===== config.mk =====
export PLATFORM = sky130hd
export DESIGN_NAME = dbrk_watch
export DESIGN_NICKNAME = d
export VERILOG_FILES = /design/src/rtl/dbm_pkg.sv /design/src/rtl/dbm_chan_match.sv /design/src/rtl/dbm_prio.sv /design/src/rtl/dbm_out_reg.sv /design/src/rtl/dbrk_watch.sv
export SDC_FILE = /design/constraint.sdc
export NUM_CORES = 1
export LEC_CHECK = 0
export BUFFER_PORTS_ARGS = -buffer_cell sky130_fd_sc_hd__buf_2
export CELL_PAD_IN_SITES_DETAIL_PLACEMENT = 0
export CELL_PAD_IN_SITES_GLOBAL_PLACEMENT = 1
export CORE_UTILIZATION = 17
export DETAILED_ROUTE_END_ITERATION = 8
export PLACE_DENSITY = 0.94
export SETUP_SLACK_MARGIN = 0.02
export SYNTH_ARGS = -nofsm -noshare
export SYNTH_HDL_FRONTEND = slang
export SYNTH_SLANG_ARGS = --single-unit
export TNS_END_PERCENT = 20

===== constraint.sdc =====
create_clock -name clk -period 2.2 [get_ports clk]
set_input_delay 0.22 -clock clk [delete_from_list [all_inputs] [get_ports clk]]
set_output_delay 0.22 -clock clk [all_outputs]
set_load 0.02 [all_outputs]

===== src/rtl/dbm_pkg.sv =====
package dbm_pkg;
  localparam int unsigned CTRL_W     = 32;
  localparam int unsigned CAUSE_W    = 32;
  localparam int unsigned LD_EN_BIT  = 30;
  localparam int unsigned ST_EN_BIT  = 31;
  localparam int unsigned CAUSE_DATA = 4;
  localparam int unsigned CAUSE_CH_SHIFT = 8;

  // low address bits the access width makes irrelevant
  function automatic logic [1:0] width_ignore(input logic [1:0] sz);
    case (sz)
      2'd0:    return 2'b00;
      2'd1:    return 2'b01;
      default: return 2'b11;
    endcase
  endfunction
endpackage


===== src/rtl/dbm_chan_match.sv =====
module dbm_chan_match #(
  parameter int unsigned ADDR_W = 32,
  parameter int unsigned MASK_W = 6
) (
  input  logic              clk,
  input  logic              rst_n,
  input  logic [ADDR_W-1:0] acc_addr,
  input  logic [1:0]        acc_size,
  input  logic              acc_store,
  input  logic [ADDR_W-1:0] watch_addr,
  input  logic [MASK_W-1:0] watch_mask,
  input  logic              ld_en,
  input  logic              st_en,
  output logic              match
);
  import dbm_pkg::*;

  logic [ADDR_W-1:0] cmp_bits;
  logic              kind_en;

  always_comb begin
    cmp_bits = '1;
    cmp_bits[MASK_W-1:0] = watch_mask;
    cmp_bits[1:0] = cmp_bits[1:0] & ~width_ignore(acc_size);
  end

  assign kind_en = acc_store ? st_en : ld_en;
  assign match   = kind_en && (((acc_addr ^ watch_addr) & cmp_bits) == '0);

  assert_kind_gate_R1: assert property (@(posedge clk) disable iff (!rst_n)
    (acc_store ? !st_en : !ld_en) |-> !match);

  assert_upper_exact_R2: assert property (@(posedge clk) disable iff (!rst_n)
    (acc_addr[ADDR_W-1:MASK_W] != watch_addr[ADDR_W-1:MASK_W]) |-> !match);
endmodule


===== src/rtl/dbm_prio.sv =====
module dbm_prio #(
  parameter int unsigned NUM_CH = 2,
  parameter int unsigned CH_W   = 1
) (
  input  logic              clk,
  input  logic              rst_n,
  input  logic [NUM_CH-1:0] hit_vec,
  output logic              any_hit,
  output logic [CH_W-1:0]   sel,
  output logic [31:0]       cause
);
  import dbm_pkg::*;

  always_comb begin
    sel = '0;
    for (int i = NUM_CH - 1; i >= 0; i--) begin
      if (hit_vec[i]) sel = CH_W'(i);
    end
  end

  assign any_hit = |hit_vec;
  assign cause   = any_hit ? (32'(CAUSE_DATA) | (32'(sel) << CAUSE_CH_SHIFT)) : 32'd0;

  assert_lowest_wins_R6: assert property (@(posedge clk) disable iff (!rst_n)
    hit_vec[0] |-> (sel == '0));
endmodule


===== src/rtl/dbm_out_reg.sv =====
module dbm_out_reg #(
  parameter int unsigned CH_W = 1
) (
  input  logic            clk,
  input  logic            rst_n,
  input  logic            in_valid,
  output logic            in_ready,
  input  logic            in_hit,
  input  logic [CH_W-1:0] in_chan,
  input  logic [31:0]     in_cause,
  output logic            out_valid,
  input  logic            out_ready,
  output logic            out_hit,
  output logic [CH_W-1:0] out_chan,
  output logic [31:0]     out_cause
);
  assign in_ready = !out_valid || out_ready;

  always_ff @(posedge clk) begin
    if (!rst_n) begin
      out_valid <= 1'b0;
      out_hit   <= 1'b0;
      out_chan  <= '0;
      out_cause <= '0;
    end else if (in_valid && in_ready) begin
      out_valid <= 1'b1;
      out_hit   <= in_hit;
      out_chan  <= in_chan;
      out_cause <= in_cause;
    end else if (out_ready) begin
      out_valid <= 1'b0;
    end
  end

  assert_next_edge_R8: assert property (@(posedge clk) disable iff (!rst_n)
    (in_valid && in_ready) |=> out_valid);

  assert_hold_R9: assert property (@(posedge clk) disable iff (!rst_n)
    (out_valid && !out_ready) |=> (out_valid && $stable(out_hit) &&
                                   $stable(out_chan) && $stable(out_cause)));

  assert_miss_zero_R7: assert property (@(posedge clk) disable iff (!rst_n)
    (out_valid && !out_hit) |-> (out_cause == 32'd0 && out_chan == '0));
endmodule


===== src/rtl/dbrk_watch.sv =====
module dbrk_watch #(
  parameter int unsigned NUM_CH = 2,
  parameter int unsigned ADDR_W = 32,
  parameter int unsigned MASK_W = 6,
  localparam int unsigned CH_W  = (NUM_CH > 1) ? $clog2(NUM_CH) : 1
) (
  input  logic                       clk,
  input  logic                       rst_n,
  input  logic [NUM_CH*ADDR_W-1:0]   brk_addr,
  input  logic [NUM_CH*32-1:0]       brk_ctrl,
  input  logic                       acc_valid,
  output logic                       acc_ready,
  input  logic [ADDR_W-1:0]          acc_addr,
  input  logic [1:0]                 acc_size,
  input  logic                       acc_store,
  output logic                       res_valid,
  input  logic                       res_ready,
  output logic                       res_hit,
  output logic [CH_W-1:0]            res_chan,
  output logic [31:0]                res_cause
);
  import dbm_pkg::*;

  logic [NUM_CH-1:0] hit_vec;
  logic              any_hit;
  logic [CH_W-1:0]   sel;
  logic [31:0]       cause;
  logic              unused_ctrl_bits;

  assign unused_ctrl_bits = ^brk_ctrl;

  for (genvar c = 0; c < NUM_CH; c++) begin : g_chan
    logic [CTRL_W-1:0] ctrl_w;
    assign ctrl_w = brk_ctrl[c*CTRL_W +: CTRL_W];
    dbm_chan_match #(.ADDR_W(ADDR_W), .MASK_W(MASK_W)) u_match (
      .clk        (clk),
      .rst_n      (rst_n),
      .acc_addr   (acc_addr),
      .acc_size   (acc_size),
      .acc_store  (acc_store),
      .watch_addr (brk_addr[c*ADDR_W +: ADDR_W]),
      .watch_mask (ctrl_w[MASK_W-1:0]),
      .ld_en      (ctrl_w[LD_EN_BIT]),
      .st_en      (ctrl_w[ST_EN_BIT]),
      .match      (hit_vec[c])
    );
  end

  dbm_prio #(.NUM_CH(NUM_CH), .CH_W(CH_W)) u_prio (
    .clk     (clk),
    .rst_n   (rst_n),
    .hit_vec (hit_vec),
    .any_hit (any_hit),
    .sel     (sel),
    .cause   (cause)
  );

  dbm_out_reg #(.CH_W(CH_W)) u_out (
    .clk       (clk),
    .rst_n     (rst_n),
    .in_valid  (acc_valid),
    .in_ready  (acc_ready),
    .in_hit    (any_hit),
    .in_chan   (sel),
    .in_cause  (cause),
    .out_valid (res_valid),
    .out_ready (res_ready),
    .out_hit   (res_hit),
    .out_chan  (res_chan),
    .out_cause (res_cause)
  );
endmodule


# --- After elaboration in Yosys (flattened, before gate mapping) ---
# Index checks and enable logic that the tools add are counted.
word_totals:
  n_memories: 0
  register_bits: 35
  elab_cells: 30
  in_bits: 167
  ramBits: 0
  out_inout_bits: 36
  romBits: 0
  latchBits: 0
classes:
  mul: 0
  n_lt_le_gt_ge: 0
  div_mod_pow: 0
  bitwise_logic: 7
  n_reduce_logical: 10
  eq_ne: 1
  n_shift: 0
  n_mux: 8
  addsub: 0
op_table:
  columns: ["cell", "count"]
  rows:
  - ["$and A32 B32 Y32", 2]
  - ["$logic_not A32 Y1", 2]
  - ["$xor A32 B32 Y32", 2]
  - ["$mux W9", 1]
  - ["$mux W1", 6]
  - ["$and A2 B2 Y2", 2]
  - ["$pmux W2 S2", 1]
  - ["$logic_and A1 B1 Y1", 3]
  - ["$eq A2 B1 Y1 const B", 1]
  - ["$logic_not A2 Y1", 1]
  - ["$not A2 Y2", 1]
  - ["$reduce_bool A2 Y1", 1]
  - ["$reduce_or A2 Y1", 1]
  - ["$logic_not A1 Y1", 1]
  - ["$logic_or A1 B1 Y1", 1]

# --- Logic depth before layout (Yosys ltp) ---
# Gate-level depths: netlist of run 1.
depth:
  depth_word: 10
  mapped_depth: 5
  ltp_nobuf: 5

# --- Modules after synthesis ---
# A second synthesis of run 1 with hierarchy kept.
unflattened:
  cells_unflattened: 284
  hier_area_um2: 2523.7
by_module_without_submodules:
  columns: ["mod", "cells_each", "area_each_um2", "n_inst", "seq_area_each_um2"]
  rows:
  - ["dbm_out_reg", 153, 1436.4, 1, 700.7]
  - ["dbm_chan_match", 48, 414.1, 2, 0.0]
  - ["dbm_prio", 35, 259.0, 1, 0.0]

# --- Worst setup path before layout of run 1 ---
# Ideal clock, no wire load.
synth_timing:
  path_kind: "in2reg"
  start: "in brk_addr[24]"
  end: "reg u_out.out_cause[2]"
  setup_slack_ns: 0.814
  t_arrival_ns: 1.293
  setup_time_ns: 0.093
  path_buffers: 0
  required_ns: 2.107
  cell_stages: 5
  cell_sequence: "xor2_1 -> nor4_2 -> nand4_1 -> or3_1 -> o311ai_2"
synth_via:
  elab_chain_len: 6
synth_lines:
  columns: ["element", "line", "source"]
  rows:
  - ["start: declaration", "dbrk_watch.sv:9", "input logic [NUM_CH*ADDR_W-1:0] brk_addr,"]
  - ["$xor A32 B32 Y32", "dbm_chan_match.sv:28", "assign match = kind_en && (((acc_addr ^ watch_addr) & cmp_bits) == '0);"]
  - ["$and A32 B32 Y32", "dbm_chan_match.sv:28", null]
  - ["$logic_not A32 Y1", "dbm_chan_match.sv:28", null]
  - ["$logic_and A1 B1 Y1", "dbm_chan_match.sv:28", null]
  - ["$reduce_or A2 Y1", "dbm_prio.sv:21", "assign any_hit = |hit_vec;"]
  - ["$mux W9", "dbm_prio.sv:22", "assign cause = any_hit ? (32'(CAUSE_DATA) | (32'(sel) << CAUSE_CH_SHIFT)) : 32'd0;"]
  - ["end signal: assignment", "dbm_out_reg.sv:29", "out_cause <= in_cause;"]
  - ["end: declaration", "dbm_out_reg.sv:15", "output logic [31:0] out_cause"]
# No other way between the ends.
# A chain may end at the register's enable or synchronous reset.

# --- Worst setup path after layout of run 1 ---
layout_timing:
  start: "in brk_addr[18]"
  end: "reg u_out.out_cause[2]"
# Same word-level chain as after synthesis.

==> results.cfg, run 1 <==
[clock_network]
post-cts-setup-buffer-count = 0
cts-root-buf = clkbuf_8
cts_resized = 0
clk-insertion-delay-late_ps = 210
cts_buffer_depth = 2
clkSinkCount = 3
htree_levels = 1
cts_tree = done
cts_hold_buf = 0
cts-buffers-inserted = 3
clk_pin_slew_ps = 30

[worst_setup_path]
start_kind = input port
regToRegSetupSlack_ps = 930
path_class = in2reg
worstSetupStartpoint = brk_addr[18]
worstPathRequired_ps = 2320
crit_fanout = 2
worstRegToRegCells = 5
r2r-end = u_out.out_cause[8]
end_kind = flop
critPathCapture = u_out.out_cause[2]
arrival_ps = 1590
timing.rr.start = u_out.out_valid

[synthesis]
synthFlopType = dfxtp_1
ys_ff_latch = 3
async_flop_share_pct = 0
yosys.area.top_type_share_pct = 40.78
synthTopCellsByArea = xor2_1 (41%), buf_4 (21%), xnor2_1 (7.6%), dfxtp_1 (5.2%), nor4_2 (4.3%)
synth_top_cell_by_area = xor2_1
yosysWarnings = 0
synth_cell_types = 25
netlist_area_um2 = 1160
postSynthCellCount = 141
synth-edff-count = 0
avgSynthCellArea_um2 = 8.226
yosysSeqAreaShare_pct = 5.178

[placed_design]
dpl_cell_area_um2 = 1745
dp_hpwl_um = 3656
numPortBuffers = 124
place.gp.congestion = 0.7078

[run]
cap_violations = 0

[grt]
grt_pass1_vias = 1279
grt_max_degree = 5
antenna_found_initial = 0
grt_pass1_wl_um = 5464
grt_remaining_overflow = 0
grt.total_usage_pct = 9.949

[sta]
timing.final.crit_share_pct = 66.96
finalHoldViolations = 0
fin_tns_setup_ps = 0
setup_viol = 0
rsz0062_at_grt = false
skew_ps = 2.301
period_minus_slack_ps = 1473
fmax_mhz = 678.9
finalMaxSlewViolations = 0

[floorplanning]
dieWidth_um = 84.60
core_area_um2 = 6459
rows = 29
die_y_um = 84.60
ios = 203
start_util_pct = 17.96
die_area_um2 = 7157

[power]
p_per_area_nw_per_um2 = 294.8
p_leak_nw = 0.9608
ir_drop_uv = 114.9

[layout]
fin_area_um2 = 1790
seq_area_um2 = 60.06
layout_common_cells = buf_2 (124), xor2_1 (54), conb_1 (30)
layout_commonest_cell = buf_2
n_antenna_cell = 0
synthToLayoutAreaGrowth_pct = 54.37
nFillCells = 713
nets = 434
drive_gt1_share_pct = 49.62
utilization_pct = 27.72
multi_input_area_um2 = 957.2

[min_path]
hold_class = in2reg

[route]
dr.pass1.iters = 6
post-route-drc-count = 8
vias = 1308
ant_nets = 0
drtIter0Drc = 35
wl_per_cell_um = 11.23
viasPerCell = 3.813
routed_wl_um = 3853

[outcome]
outcome = finished with violations
failed_checks = DRC
## state kept, by name, summed over array words and instances (netlist names)
signal           count
u_out.out_cause      2
u_out.out_valid      1
## power breakdown
part           internal [mW]  switching, mW
Clock                  0.123         0.0343
Sequential            0.0560       0.000443
Combinational          0.145          0.169
Total                  0.324          0.204
## stage by stage
step | total power, mW | instances | setup slack [ps] | hold slack (ps)
2_1_floorplan | 0.2550 | 170 | 813.9 | 349.5
3_3_place_gp | 0.3712 | 339 | 493.2 | 469.3
3_5_place_dp | 0.3756 | 339 | 481.0 | 474.2
4_1_cts | 0.5384 | 343 | 704.1 | 249.1
5_1_grt | 0.5693 | 343 | 640.4 | 262.9
6_report | 0.5279 | 343 | 727.0 | 250.0
## critical path: stages
cell      delay [ps]
buf_2            100
xor2_1           160
nor4_2           330
nand4_1          180
or3_1            390
o311ai_2         210
## cell usage after synthesis (2+ instances only)
cell	number
buf_4	32
nor4_1	7
a22oi_1	2
dfxtp_1	3
inv_1	3
nand2_1	2
nand4_1	3
o21ai_0	2
nand3_1	3
mux2i_1	2
a32oi_1	2
xnor2_1	10
nor3_1	2
xor2_1	54
nor4_2	4
## cell type report
cell class	instances	area share (%)
Multi-Input combinational cell	132	53.46
Timing Repair Buffer	124	34.66
Tap cell	77	5.381
Sequential cell	3	3.354
Clock buffer	4	2.516
Inverter	3	0.6289
## worst min-delay path by stage
stage                     slack (ps)         endpoint  startpoint  cells past startpoint
after floorplan                  350  u_out.out_valid   acc_valid                      2
after global placement           470  u_out.out_valid   acc_valid                      3
after detailed placement         470  u_out.out_valid   acc_valid                      3
after CTS                        250  u_out.out_valid   acc_valid                      3
after global routing             260  u_out.out_valid   acc_valid                      3
final                            250  u_out.out_valid   acc_valid                      3
## kinds of logic after synthesis
group                  Yosys count  synth area share (%)
AND/OR/NAND/NOR                 25                 15.10
flip-flops                       3                 5.178
multiplexers                     2                 1.726
other                            1                0.3233
AO/OA/AOI/OAI                   11                 7.660
buffers and inverters           35                 21.68
XOR/XNOR                        64                 48.33
## per-layer routing
metal | vias up | routed length (µm) | track usage, %
li1 | 672 | - | -
met1 | 557 | 1374 | 9.865
met2 | 79 | 2144 | 20.92
met3 | 0 | 334 | 2.065
met4 | 0 | 0 | 1.849
met5 | - | 0 | 0
(Power assumes the default switching activity.)
==> run 2: changes to the inputs <==
--- a/config.mk
+++ b/config.mk
@@ -8,9 +8,9 @@
 export BUFFER_PORTS_ARGS = -buffer_cell sky130_fd_sc_hd__buf_2
 export CELL_PAD_IN_SITES_DETAIL_PLACEMENT = 0
 export CELL_PAD_IN_SITES_GLOBAL_PLACEMENT = 1
-export CORE_UTILIZATION = 17
+export CORE_UTILIZATION = 16
 export DETAILED_ROUTE_END_ITERATION = 8
-export PLACE_DENSITY = 0.94
+export PLACE_DENSITY = 0.89
 export SETUP_SLACK_MARGIN = 0.02
 export SYNTH_ARGS = -nofsm -noshare
 export SYNTH_HDL_FRONTEND = slang
==> constraint.sdc (replaced) <==
create_clock -name clk -period 1.5 [get_ports clk]
set_input_delay 0.15 -clock clk [delete_from_list [all_inputs] [get_ports clk]]
set_output_delay 0.15 -clock clk [all_outputs]
set_load 0.02 [all_outputs]
==> run 2 against run 1 <==
Effect of this change: the run now ends clean; wire length increased by 2.7%; register-to-register slack got worse by 680 ps; die area increased by 6.1%; non-clock buffer count increased by 17; sequential cell count unchanged; critical path depth increased by 1; critical endpoint unchanged; largest cell class unchanged.
==> results.cfg, run 2 (same netlist as run 1, synthesis figures left out) <==
[sta]
finalMaxSlewViolations = 0
setup_viol = 0
timing.final.crit_share_pct = 93.44
fin_tns_setup_ps = 0
fmax_mhz = 713.5
rsz0062_at_grt = false
timing.final.ws_setup_ps = 98.37
period_minus_slack_ps = 1402
finalHoldViolations = 0
skew_ps = 1.121

[layout]
nets = 451
largest_reg_flops = 2
reg_top3 = u_out.out_cause (2), u_out.out_valid (1)
layout_common_cells = buf_2 (124), xor2_1 (54), conb_1 (30)
synthToLayoutAreaGrowth_pct = 68.50
nFillCells = 775
drive_gt1_share_pct = 53.36
regMostFlops = u_out.out_cause
n_antenna_cell = 0
layout_commonest_cell = buf_2

[route]
wl_per_cell_um = 10.44
ant_nets = 0
drtIter0Drc = 10
routed_wl_um = 3958
dr.pass1.iters = 3
post-route-drc-count = 0
vias = 1403
viasPerCell = 3.702

[floorplanning]
dieWidth_um = 87.14
die_y_um = 87.14
ios = 203
core_area_um2 = 6907
start_util_pct = 16.79
die_area_um2 = 7593
rows = 30

[clock_network]
htree_levels = 1
cts-root-buf = clkbuf_8
clkSinkCount = 3
clk_pin_slew_ps = 30
clk-insertion-delay-late_ps = 210
cts-buffers-inserted = 3
cts_hold_buf = 0
cts_buffer_depth = 2
cts_resized = 0
post-cts-setup-buffer-count = 0
cts_tree = done

[power]
p_per_area_nw_per_um2 = 414.6
ir_drop_uv = 228.4
p_leak_nw = 1.044

[placed_design]
numPortBuffers = 124
dpl_worst_slack_ps = -125.8
place.gp.congestion = 0.8441
dp_hpwl_um = 3723

[worst_setup_path]
regToRegSetupSlack_ps = 250
start_kind = input port
path_class = in2reg
arrival_ps = 1520
end_kind = flop
worstPathRequired_ps = 1620
crit_fanout = 2

[grt]
grt_remaining_overflow = 0
grt_pass1_vias = 1341
grt_pass1_wl_um = 5699
grt_max_degree = 5
antenna_found_initial = 0
grt.total_usage_pct = 9.853

[outcome]
outcome = finished clean

[min_path]
hold_class = in2reg

[run]
cap_violations = 0
==> run 2: stage by stage <==
stage | util (%) | total power, mW | area [µm²] | hold WS, ps | std cells
3_3_place_gp | 27.46 | 0.5759 | 1897 | 399.2 | 375
2_1_floorplan | - | 0.3740 | 1269 | 279.5 | 170
6_report | 28.30 | 0.8102 | 1954 | 188.4 | 379
5_1_grt | 28.30 | 0.8815 | 1954 | 201.2 | 379
3_5_place_dp | 27.46 | 0.5842 | 1897 | 411.0 | 375
4_1_cts | 28.12 | 0.8227 | 1942 | 186.7 | 379
==> run 2: final timing paths <==
path | start | endpoint | cells after the start
min reg2reg | u_out.out_cause[8] | u_out.out_cause[8] | 2
max reg2reg | u_out.out_valid | u_out.out_cause[8] | 5
min | acc_valid | u_out.out_valid | 3
max | brk_addr[28] | u_out.out_cause[2] | 7
==> run 2: worst max-delay path: stages <==
cell	delay, ps
buf_2	100
xor2_1	150
nor4_1	290
buf_4	160
nand3_1	110
or3_1	350
o311ai_2	210
==> run 2: cell type report <==
cell class	count	area, µm²	area share [%]
clock buffer	4	45.04	2.305
inverter	3	11.26	0.5762
multi-input combinational	132	969.7	49.62
sequential	3	60.06	3.073
tap	96	120.1	6.146
timing repair buffer	141	748.2	38.28
==> run 2: layer usage <==
| metal | track usage, % | part of all wire [%] | up-vias |
|---|---|---|---|
| li1 | - | - | 707 |
| met5 | 0 | 0 | - |
| met1 | 10.46 | 39 | 614 |
| met4 | 2.385 | 0.53 | 0 |
| met3 | 2.180 | 7.9 | 2 |
| met2 | 19.47 | 53 | 80 |
==> run 2: power by group <==
group | total [mW] | switching, mW | leakage, nW | internal [mW]
Clock | 0.229 | 0.0485 | 0.0228 | 0.181
Combinational | 0.498 | 0.258 | 0.997 | 0.240
Sequential | 0.0830 | 0.000809 | 0.0245 | 0.0822
Total | 0.810 | 0.307 | 1.04 | 0.503
